$ cat config.mk
export PLATFORM = sky130hd
export DESIGN_NAME = ddr2_init_seq
export DESIGN_NICKNAME = d
export VERILOG_FILES = /design/src/rtl/ddr2_init_pkg.sv /design/src/rtl/ddr2_init_cfg.sv /design/src/rtl/ddr2_init_timer.sv /design/src/rtl/ddr2_init_dll_gate.sv /design/src/rtl/ddr2_init_seq.sv
export SDC_FILE = /design/constraint.sdc
export NUM_CORES = 1
export LEC_CHECK = 0
export CORE_AREA = 2 2 71 73
export DETAILED_ROUTE_END_ITERATION = 16
export DIE_AREA = 0 0 73 75
export DONT_BUFFER_PORTS = 1
export PLACE_DENSITY = 0.67
export REMOVE_ABC_BUFFERS = 1
export SETUP_SLACK_MARGIN = 0.3
export SLEW_MARGIN = 5
export SYNTH_ARGS = -nofsm -noshare
export SYNTH_HDL_FRONTEND = slang
export SYNTH_SLANG_ARGS = --single-unit
$ cat constraint.sdc
create_clock -name clk -period 5.62 [get_ports clk]
set_input_delay 0.562 -clock clk [delete_from_list [all_inputs] [get_ports clk]]
set_output_delay 0.562 -clock clk [all_outputs]
set_load 0.01 [all_outputs]
$ cat src/rtl/ddr2_init_pkg.sv
package ddr2_init_pkg;

   // {cs_n, ras_n, cas_n, we_n}
   typedef enum logic [3:0] {
      CMD_NOP = 4'b0111,
      CMD_PRE = 4'b0010,
      CMD_REF = 4'b0001,
      CMD_LMR = 4'b0000
   } dcmd_t;

   typedef enum logic [2:0] {
      ST_IDLE,
      ST_PWR,
      ST_NOPW,
      ST_CMD,
      ST_GAP,
      ST_DONE
   } ist_t;

   localparam int NUM_STEPS  = 11;
   localparam int STEP_DLLRST = 4;

   function automatic int imax(input int a, input int b);
      return (a > b) ? a : b;
   endfunction

endpackage

$ cat src/rtl/ddr2_init_cfg.sv
module ddr2_init_cfg #(
   parameter int A_W  = 14,
   parameter int T_WR = 3
) (
   input  logic [2:0]     cas_lat,
   input  logic [2:0]     add_lat,
   input  logic [3:0]     burst_len,
   input  logic           drive_reduced,
   output logic           cfg_ok,
   output logic [A_W-1:0] mr_word,
   output logic [A_W-1:0] emr_word
);
   localparam logic [2:0] WR_CODE = 3'(T_WR - 1);

   if (T_WR < 2 || T_WR > 6) begin : g_bad_wr
      $error("ddr2_init_cfg: T_WR must lie in 2..6");
   end

   logic cl_ok, al_ok, bl_ok;

   always_comb begin
      cl_ok  = (cas_lat >= 3'd3);
      al_ok  = (add_lat <= 3'd5);
      bl_ok  = (burst_len == 4'd4) || (burst_len == 4'd8);
      cfg_ok = cl_ok && al_ok && bl_ok;

      mr_word       = '0;
      mr_word[2:0]  = (burst_len == 4'd8) ? 3'b011 : 3'b010;
      mr_word[6:4]  = cas_lat;
      mr_word[11:9] = WR_CODE;

      emr_word      = '0;
      emr_word[1]   = drive_reduced;
      emr_word[5:3] = add_lat;
   end

endmodule

$ cat src/rtl/ddr2_init_timer.sv
module ddr2_init_timer #(
   parameter int CW = 8
) (
   input  logic          clk,
   input  logic          rst,
   input  logic          load,
   input  logic [CW-1:0] val,
   output logic          zero
);
   logic [CW-1:0] cnt;

   always_ff @(posedge clk) begin
      if (rst)             cnt <= '0;
      else if (load)       cnt <= val;
      else if (cnt != '0)  cnt <= cnt - 1'b1;
   end

   assign zero = (cnt == '0);

endmodule

$ cat src/rtl/ddr2_init_dll_gate.sv
module ddr2_init_dll_gate #(
   parameter int T_DLL = 200
) (
   input  logic clk,
   input  logic rst,
   input  logic arm,
   output logic locked
);
   localparam int DW = $clog2(T_DLL + 1);

   if (T_DLL < 1) begin : g_bad_dll
      $error("ddr2_init_dll_gate: T_DLL must be at least 1");
   end

   logic [DW-1:0] cnt;
   logic          run;

   always_ff @(posedge clk) begin
      if (rst) begin
         run <= 1'b0;
         cnt <= '0;
      end else if (arm) begin
         run <= 1'b1;
         cnt <= DW'(1);
      end else if (run && cnt != DW'(T_DLL)) begin
         cnt <= cnt + 1'b1;
      end
   end

   assign locked = run && (cnt == DW'(T_DLL));

   // once the lock interval is met it stays met
   a_r8_lock_holds: assert property (@(posedge clk) disable iff (rst)
      locked |=> locked);

endmodule

$ cat src/rtl/ddr2_init_seq.sv
module ddr2_init_seq
   import ddr2_init_pkg::*;
#(
   parameter int A_W   = 14,
   parameter int BA_W  = 3,
   parameter int T_PWR = 10000,
   parameter int T_NOP = 20,
   parameter int T_RPA = 2,
   parameter int T_MRD = 2,
   parameter int T_RFC = 7,
   parameter int T_DLL = 200,
   parameter int T_WR  = 3
) (
   input  logic            clk,
   input  logic            rst,
   input  logic            start,
   input  logic [2:0]      cas_lat,
   input  logic [2:0]      add_lat,
   input  logic [3:0]      burst_len,
   input  logic            drive_reduced,
   output logic            cke,
   output logic            cs_n,
   output logic            ras_n,
   output logic            cas_n,
   output logic            we_n,
   output logic [BA_W-1:0] ba,
   output logic [A_W-1:0]  addr,
   output logic            init_done,
   output logic            rd_allowed,
   output logic            cfg_err
);
   localparam int MAXW = imax(imax(T_PWR, T_NOP), imax(imax(T_RPA, T_MRD), T_RFC));
   localparam int CW   = $clog2(MAXW + 1);
   localparam logic [3:0] LAST = 4'(NUM_STEPS - 1);

   if (A_W < 12) begin : g_bad_aw
      $error("ddr2_init_seq: A_W must be at least 12");
   end
   if (BA_W < 2) begin : g_bad_baw
      $error("ddr2_init_seq: BA_W must be at least 2");
   end
   if (T_PWR < 1 || T_NOP < 1) begin : g_bad_wait
      $error("ddr2_init_seq: T_PWR and T_NOP must be at least 1");
   end
   if (T_RPA < 2 || T_MRD < 2 || T_RFC < 2) begin : g_bad_gap
      $error("ddr2_init_seq: command spacings must be at least 2");
   end

   ist_t           state;
   logic [3:0]     step;
   logic [A_W-1:0] mr_q, emr_q;
   logic           cfg_ok;
   logic [A_W-1:0] mr_w, emr_w;
   logic           t_load, t_zero;
   logic [CW-1:0]  t_val;
   logic           dll_arm, dll_locked;

   dcmd_t          step_cmd, cmd_now;
   logic [1:0]     step_ba;
   logic [A_W-1:0] step_addr;
   logic [CW-1:0]  step_gap;

   ddr2_init_cfg #(.A_W(A_W), .T_WR(T_WR)) i_cfg (
      .cas_lat(cas_lat), .add_lat(add_lat), .burst_len(burst_len),
      .drive_reduced(drive_reduced), .cfg_ok(cfg_ok),
      .mr_word(mr_w), .emr_word(emr_w)
   );

   ddr2_init_timer #(.CW(CW)) i_timer (
      .clk(clk), .rst(rst), .load(t_load), .val(t_val), .zero(t_zero)
   );

   ddr2_init_dll_gate #(.T_DLL(T_DLL)) i_dll (
      .clk(clk), .rst(rst), .arm(dll_arm), .locked(dll_locked)
   );

   // step table: command, bank, address word, issue-to-issue spacing
   always_comb begin
      step_cmd  = CMD_LMR;
      step_ba   = 2'd0;
      step_addr = '0;
      step_gap  = CW'(T_MRD);
      case (step)
         4'd0, 4'd5: begin
            step_cmd      = CMD_PRE;
            step_addr[10] = 1'b1;
            step_gap      = CW'(T_RPA);
         end
         4'd1: step_ba = 2'd2;
         4'd2: step_ba = 2'd3;
         4'd3: begin
            step_ba   = 2'd1;
            step_addr = emr_q;
         end
         4'd4: begin
            step_addr    = mr_q;
            step_addr[8] = 1'b1;
         end
         4'd6, 4'd7: begin
            step_cmd = CMD_REF;
            step_gap = CW'(T_RFC);
         end
         4'd8: step_addr = mr_q;
         4'd9: begin
            step_ba        = 2'd1;
            step_addr      = emr_q;
            step_addr[9:7] = 3'b111;
         end
         default: begin
            step_ba   = 2'd1;
            step_addr = emr_q;
         end
      endcase
   end

   always_comb begin
      t_load = 1'b0;
      t_val  = '0;
      case (state)
         ST_IDLE: if (start && cfg_ok) begin
            t_load = 1'b1;
            t_val  = CW'(T_PWR - 1);
         end
         ST_PWR: if (t_zero) begin
            t_load = 1'b1;
            t_val  = CW'(T_NOP - 1);
         end
         ST_CMD: begin
            t_load = 1'b1;
            t_val  = step_gap - CW'(2);
         end
         default: ;
      endcase
   end

   always_ff @(posedge clk) begin
      if (rst) begin
         state   <= ST_IDLE;
         step    <= '0;
         cfg_err <= 1'b0;
         mr_q    <= '0;
         emr_q   <= '0;
      end else begin
         case (state)
            ST_IDLE: if (start) begin
               cfg_err <= !cfg_ok;
               if (cfg_ok) begin
                  mr_q  <= mr_w;
                  emr_q <= emr_w;
                  state <= ST_PWR;
               end
            end
            ST_PWR:  if (t_zero) state <= ST_NOPW;
            ST_NOPW: if (t_zero) begin
               step  <= '0;
               state <= ST_CMD;
            end
            ST_CMD:  state <= ST_GAP;
            ST_GAP:  if (t_zero) begin
               if (step == LAST) state <= ST_DONE;
               else begin
                  step  <= step + 1'b1;
                  state <= ST_CMD;
               end
            end
            default: state <= ST_DONE;
         endcase
      end
   end

   assign dll_arm = (state == ST_CMD) && (step == 4'(STEP_DLLRST));
   assign cmd_now = (state == ST_CMD) ? step_cmd : CMD_NOP;
   assign {cs_n, ras_n, cas_n, we_n} = cmd_now;
   assign cke        = (state != ST_IDLE) && (state != ST_PWR);
   assign addr       = (state == ST_CMD) ? step_addr : '0;
   assign init_done  = (state == ST_DONE);
   assign rd_allowed = init_done && dll_locked;

   if (BA_W > 2) begin : g_ba_wide
      assign ba = {{(BA_W-2){1'b0}}, (state == ST_CMD) ? step_ba : 2'd0};
   end else begin : g_ba_narrow
      assign ba = (state == ST_CMD) ? step_ba : 2'd0;
   end

   // no command reaches the memory while clock-enable is low
   a_r1_cmd_needs_cke: assert property (@(posedge clk) disable iff (rst)
      (cmd_now != CMD_NOP) |-> cke);

   // clock-enable never drops again without a reset
   a_r2_cke_holds: assert property (@(posedge clk) disable iff (rst)
      cke |=> cke);

   // every command is followed by at least one NOP
   a_r4_no_back_to_back: assert property (@(posedge clk) disable iff (rst)
      (cmd_now != CMD_NOP) |=> (cmd_now == CMD_NOP));

   // completion is sticky
   a_r7_done_holds: assert property (@(posedge clk) disable iff (rst)
      init_done |=> init_done);

   // an error leaves the memory untouched
   a_r9_err_idle: assert property (@(posedge clk) disable iff (rst)
      cfg_err |-> !cke);

endmodule

### Yosys cells after proc, flatten, opt, wreduce, memory -nomap -nowiden

Index checks and enable logic that the tools add are counted.

| operators by class | value |
|---|---|
| reduce and logical (&&, ||, !) cells | 28 |
| add/subtract/negate cells | 4 |
| mux-type cells | 30 |
| order comparisons | 2 |
| equal/unequal tests | 25 |

Operators with widths:

| cell | count |
|---|---|
| 14-bit 2-to-1 mux | 3 |
| 14-bit one-hot mux with 3 select lines | 1 |
| 10-bit one-hot mux with 4 select lines | 1 |
| 3-bit 2-to-1 mux | 7 |
| 4-bit by 3-bit == test with 1-bit output (second input constant) | 5 |
| 4-bit == test (second input constant) | 4 |
| 4-bit 2-to-1 mux | 4 |
| 3-bit one-hot mux with 5 select lines | 1 |
| 14-bit logical NOT | 1 |
| 14-bit nonzero test | 1 |
| 14-bit by 1-bit subtractor with 14-bit output (second input constant) | 1 |
| 14-bit by 2-bit subtractor with 14-bit output (second input constant) | 1 |
| 6-bit OR reduction | 2 |
| 11-bit 2-to-1 mux | 1 |
| 8-bit by 1-bit adder with 8-bit output (second input constant) | 1 |
| 8-bit == test (second input constant) | 1 |
| 1-bit logical AND | 8 |
| 8-bit != test (second input constant) | 1 |
| 4-bit one-hot mux with 2 select lines | 1 |
| 2-bit OR reduction | 4 |
| 3-bit by 2-bit == test with 1-bit output (second input constant) | 2 |
| 3-bit == test (second input constant) | 2 |
| 2-bit by 1-bit != test with 1-bit output (second input constant) | 3 |
| 2-bit != test (second input constant) | 3 |
| other kinds (24) | 30 |

| storage, ports and cells | value |
|---|---|
| logic and storage cells | 98 |
| flip-flop bits (word level) | 42 |
| input port bits | 14 |
| output and inout port bits | 25 |

### Longest topological paths before layout

| logic depth | value |
|---|---|
| word-level depth | 7 |
| mapped depth | 7 |
| mapped depth without buffers | 6 |

### Cells and area by module

Synthesis repeated with hierarchy kept, for this count alone.

| unflattened totals | value |
|---|---|
| cell total of the unflattened synthesis | 450 |
| area total of the unflattened synthesis | 3560.9 sq um |

By module, submodules not included:

| module | instances | sequential area each (sq um) | cells an instance | area each (sq um) |
|---|---|---|---|---|
| ddr2_init_seq | 1 | 720.7 | 254 | 1970.6 |
| ddr2_init_timer | 1 | 280.3 | 109 | 887.1 |
| ddr2_init_dll_gate | 1 | 180.2 | 53 | 456.7 |
| ddr2_init_cfg | 1 | 0.0 | 34 | 246.5 |

### Worst setup path before layout

OpenSTA, ideal clock, no wires.

| timing | value |
|---|---|
| path type | input port to flip-flop |
| from | input port burst_len[1] |
| to | register mr_q[0] |
| data required time | 5.488 ns |
| setup slack | 3.560 ns |
| path buffers | 2 |
| library setup time | 0.132 ns |
| stages | 6 |
| data arrival time | 1.928 ns |
| cells stage by stage | or4b_4 -> or4_4 -> buf_6 -> buf_6 -> nand2_1 -> a21oi_1 |

| on the way | value |
|---|---|
| word-level cells in the longest chain between the ends | 4 |
| elaborated cells between the ends (all ways) | 6 |
| those cells by class | eq/ne: 2; mux: 1; reduce/logical: 3 |

Ends and longest elaborated chain:

| element | line | RTL |
|---|---|---|
| from (decl) | ddr2_init_seq.sv:19 | `input logic [3:0] burst_len,` |
| 4-bit by 3-bit == test with 1-bit output or 4-bit == test (tied branches) | ddr2_init_cfg.sv:24, ddr2_init_cfg.sv:28 |  |
| 1-bit logical OR | ddr2_init_cfg.sv:24 | `bl_ok = (burst_len == 4'd4) \|\| (burst_len == 4'd8);` |
| 1-bit logical AND | ddr2_init_cfg.sv:25 | `cfg_ok = cl_ok && al_ok && bl_ok;` |
| 3-bit AND reduction (no source line) | -- |  |
| to (signal assigned) | ddr2_init_seq.sv:148 | `mr_q <= mr_w;` |
| to (decl) | ddr2_init_seq.sv:51 | `logic [A_W-1:0] mr_q, emr_q;` |

Several ways; a longest one is shown, not always the timed one.
A chain may end at the register's enable or synchronous reset.

### Final worst setup path

| timing | value |
|---|---|
| from | register step[0] |
| to | output port addr[5] |

| on the way | value |
|---|---|
| word-level cells in the longest chain between the ends | 4 |
| elaborated cells between the ends (all ways) | 12 |
| those cells by class | eq/ne: 8; mux: 2; reduce/logical: 2 |

Ends and longest elaborated chain:

| element | line | RTL |
|---|---|---|
| from (decl) | ddr2_init_seq.sv:50 | `logic [3:0] step;` |
| from (signal assigned) | ddr2_init_seq.sv:162 | `step <= step + 1'b1;` |
| 4-bit by 3-bit == test with 1-bit output, or another cell as far along | ddr2_init_seq.sv:83 | `case (step)` |
| 6-bit OR reduction (no source line) | -- |  |
| 10-bit one-hot mux with 4 select lines * | ddr2_init_seq.sv:83 |  |
| 11-bit 2-to-1 mux * | ddr2_init_seq.sv:175 | `assign addr = (state == ST_CMD) ? step_addr : '0;` |
| to (decl) | ddr2_init_seq.sv:27 | `output logic [A_W-1:0] addr,` |

Every way passes the cells marked *; elsewhere a longest branch is shown, timed or not.

==> results.json <==
{
  "crit_family": "compound AO/OA/AOI/OAI gates",
  "finalPower_w": 0.000905,
  "yosysMostFrequentCell": "dfxtp_1",
  "synth_warnings": 0,
  "peakVddDrop_uv": 204,
  "gr-total-overflow": 0,
  "firstDrtPassIters": 4,
  "htreeDepth": 2,
  "p_leak_nw": 0.895,
  "instances_no_fill": 343,
  "layout_min_cycle_time_ns": 2.55,
  "arrival_ns": 1.99,
  "pin_count": 39,
  "synthArstFlopShare": 0,
  "p_per_area_nw_per_um2": 369,
  "cts_sinks": 40,
  "drive_gt1_frac": 0.0554,
  "postCtsSetupRepairBufs": 0,
  "status": "finished clean",
  "vias_per_cell": 6.02,
  "initial_utilization": 0.513,
  "path_cells": "inv_1 -> ha_1 -> a211oi_1 -> a2bb2oi_1 -> a22oi_1 -> nor2_1",
  "layout.nets": 311,
  "clock_latency_ns": 0.29,
  "drv_slew": 0,
  "synth_top_cells_by_count": "40 x dfxtp_1, 26 x nand2_1, 25 x a21oi_1",
  "cts_root_buffer": "clkbuf_8",
  "antenna_cells": 0,
  "yosysTopAreaCell": "dfxtp_1",
  "grt_pass1_wl_um": 8680,
  "vias": 2064,
  "post-route-util": 0.527,
  "setup.worst_path.class": "reg2out",
  "crit_path_start": "step[0]",
  "ant_nets": 0,
  "clock_path_buffers": 2,
  "synth-seq-cells": 40,
  "fp.dieH_um": 75,
  "dieArea_sq_um": 5480,
  "synth_top_area_share": 0.335,
  "post_cts_resized": 0,
  "dp_cells": 336,
  "row_count": 25,
  "numCtsBuffers": 5,
  "timing.final.setup_violations": 0,
  "rsz0062_at_grt": "no",
  "synthFlopType": "dfxtp_1",
  "seq_area_frac_synth": 0.335,
  "syn_area_per_cell_sq_um": 8.05,
  "crit_required_ns": 5.06,
  "clock.fmax_ghz": 0.392,
  "drc": 0,
  "grt_pass1_vias": 1950,
  "slowest_stage": "dfxtp_1",
  "skew_ns": 0.00741,
  "netlist_area_sq_um": 2390,
  "r2r_start": "i_timer.cnt[0]",
  "drtIter0Drc": 131,
  "min_path_type": "in2reg",
  "grt_use_total": 0.199,
  "synth_cell_types": 57,
  "tns_ns": 0,
  "hold_ws_ns": 0.328,
  "tightest_slew_ns": 1.04,
  "clk_transition_reported_paths_ns": 0.08,
  "tritoncts": "done",
  "slowest_delay_ns": 0.44,
  "drt_wl_total_um": 5260,
  "critPathMaxFanout": 7,
  "max_slew_margin": 0.296,
  "hpwl_um": 3810,
  "min_from": "rst",
  "post-route-period-util": 0.454,
  "worstSetupEndpointType": "output pin",
  "hold_viol": 0,
  "io_buffers": 0,
  "grt_max_degree": 21,
  "core_sq_um": 4660,
  "drv_cap": 0,
  "syn2layout_area_growth_pct": 2.67,
  "start_kind": "flop",
  "wl_per_cell_um": 15.3,
  "gp_congestion": 0.785,
  "path_buf_inv": 1,
  "synth_edf_count": 0,
  "syn_inst": 297,
  "synthTopCellsByArea": "dfxtp_1 33%, a21oi_1 5.2%, ha_1 4.2%",
  "antenna_found_initial": 0,
  "ctsHoldBuffers": 0,
  "die_x_um": 73
}
==> cell type report <==
cell class              instances  area (sq um)
flip-flops and latches         40           801
clock buffers                   7          96.3
well taps                      54          67.6
multi-input cells             226          1430
fillers                       466          2210
inverters                      16          60.1
==> placed cells by master (no fill, tap or decap), types with 2 or more instances in the layout <==
| cell | synthesis | layout |
|---|---|---|
| dfxtp_1 | 40 | 40 |
| nand2_1 | 26 | 26 |
| a21oi_1 | 25 | 25 |
| nor2_1 | 22 | 22 |
| nand3_1 | 17 | 17 |
| inv_1 | 15 | 15 |
| o21ai_0 | 15 | 15 |
| and3_1 | 8 | 8 |
| ha_1 | 8 | 8 |
| nor3_1 | 7 | 7 |
| xor2_1 | 7 | 7 |
| clkbuf_8 | 0 | 7 |
| nor2b_1 | 6 | 6 |
| a211oi_1 | 6 | 6 |
| conb_1 | 1 | 6 |
| nand4_1 | 5 | 5 |
| o31ai_1 | 5 | 5 |
| xnor2_1 | 4 | 4 |
| mux2i_1 | 4 | 4 |
| nor4_1 | 3 | 3 |
| nand2b_1 | 3 | 3 |
| a22oi_1 | 3 | 3 |
| nand4b_1 | 3 | 3 |
| a31oi_1 | 3 | 3 |
| nor4b_1 | 3 | 3 |
| or4_1 | 3 | 3 |
| or3_1 | 3 | 3 |
| and3b_1 | 2 | 2 |
| o21a_1 | 2 | 2 |
| a2bb2oi_1 | 2 | 2 |
| nand3b_1 | 2 | 2 |
| nor3b_1 | 2 | 2 |
==> flip-flops by register name, indices dropped and copies added (netlist names) <==
signal and flops:
i_timer.cnt 14, i_dll.cnt 8, mr_q 5, emr_q 4, step 4, state 3, cfg_err 1, i_dll.run 1
==> cell families after synthesis <==
family / Yosys count / synth area share
AOI/OAI and AO/OA: 73 / 0.199
xor gates and xnor gates: 11 / 0.0403
adders and majority gates: 8 / 0.0419
buffers and inverters: 36 / 0.0748
DFF: 40 / 0.335
muxes: 5 / 0.0215
other: 1 / 0.00157
and+or+nand+nor: 123 / 0.286
==> power by group <==
| part | internal (W) | switching, W |
|---|---|---|
| logic | 0.000136 | 0.000187 |
| clock network | 0.000109 | 0.0000991 |
| registers | 0.000325 | 0.0000474 |
==> metal layers <==
metal  wire length, um  track usage  vias up
li1                  -            -     1039
met1              2470        0.249      976
met2              2570        0.350       44
met3               178       0.0442        5
met4                50       0.0494        0
met5                 0            0        -
==> worst reg2reg max path, delay by kind of cell (launching register included) <==
kind	cells	cell delay, ns
adders and majority gates	1	0.16
buffers and inverters	1	0.11
DFF	1	0.35
muxes	1	0.22
and+or+nand+nor	3	1.36
==> path summary, 6_finish.rpt <==
check / endpoint / slack [ns] / depth (start not counted)
worst max-delay path: addr[5] / 3.07 / 6
worst min-delay path: emr_q[1] / 0.33 / 1
worst max register to register: step[1] / 3.35 / 6
worst min register to register: emr_q[3] / 0.44 / 2
==> through the flow <==
step	setup WS, ns	area, sq um
after floorplan	3.58	2290
after detailed placement	3.38	2360
after global placement	3.39	2360
final	3.07	2450
after global routing	2.90	2450
after CTS	3.04	2450
No activity file was read; power rests on OpenSTA's default activity.
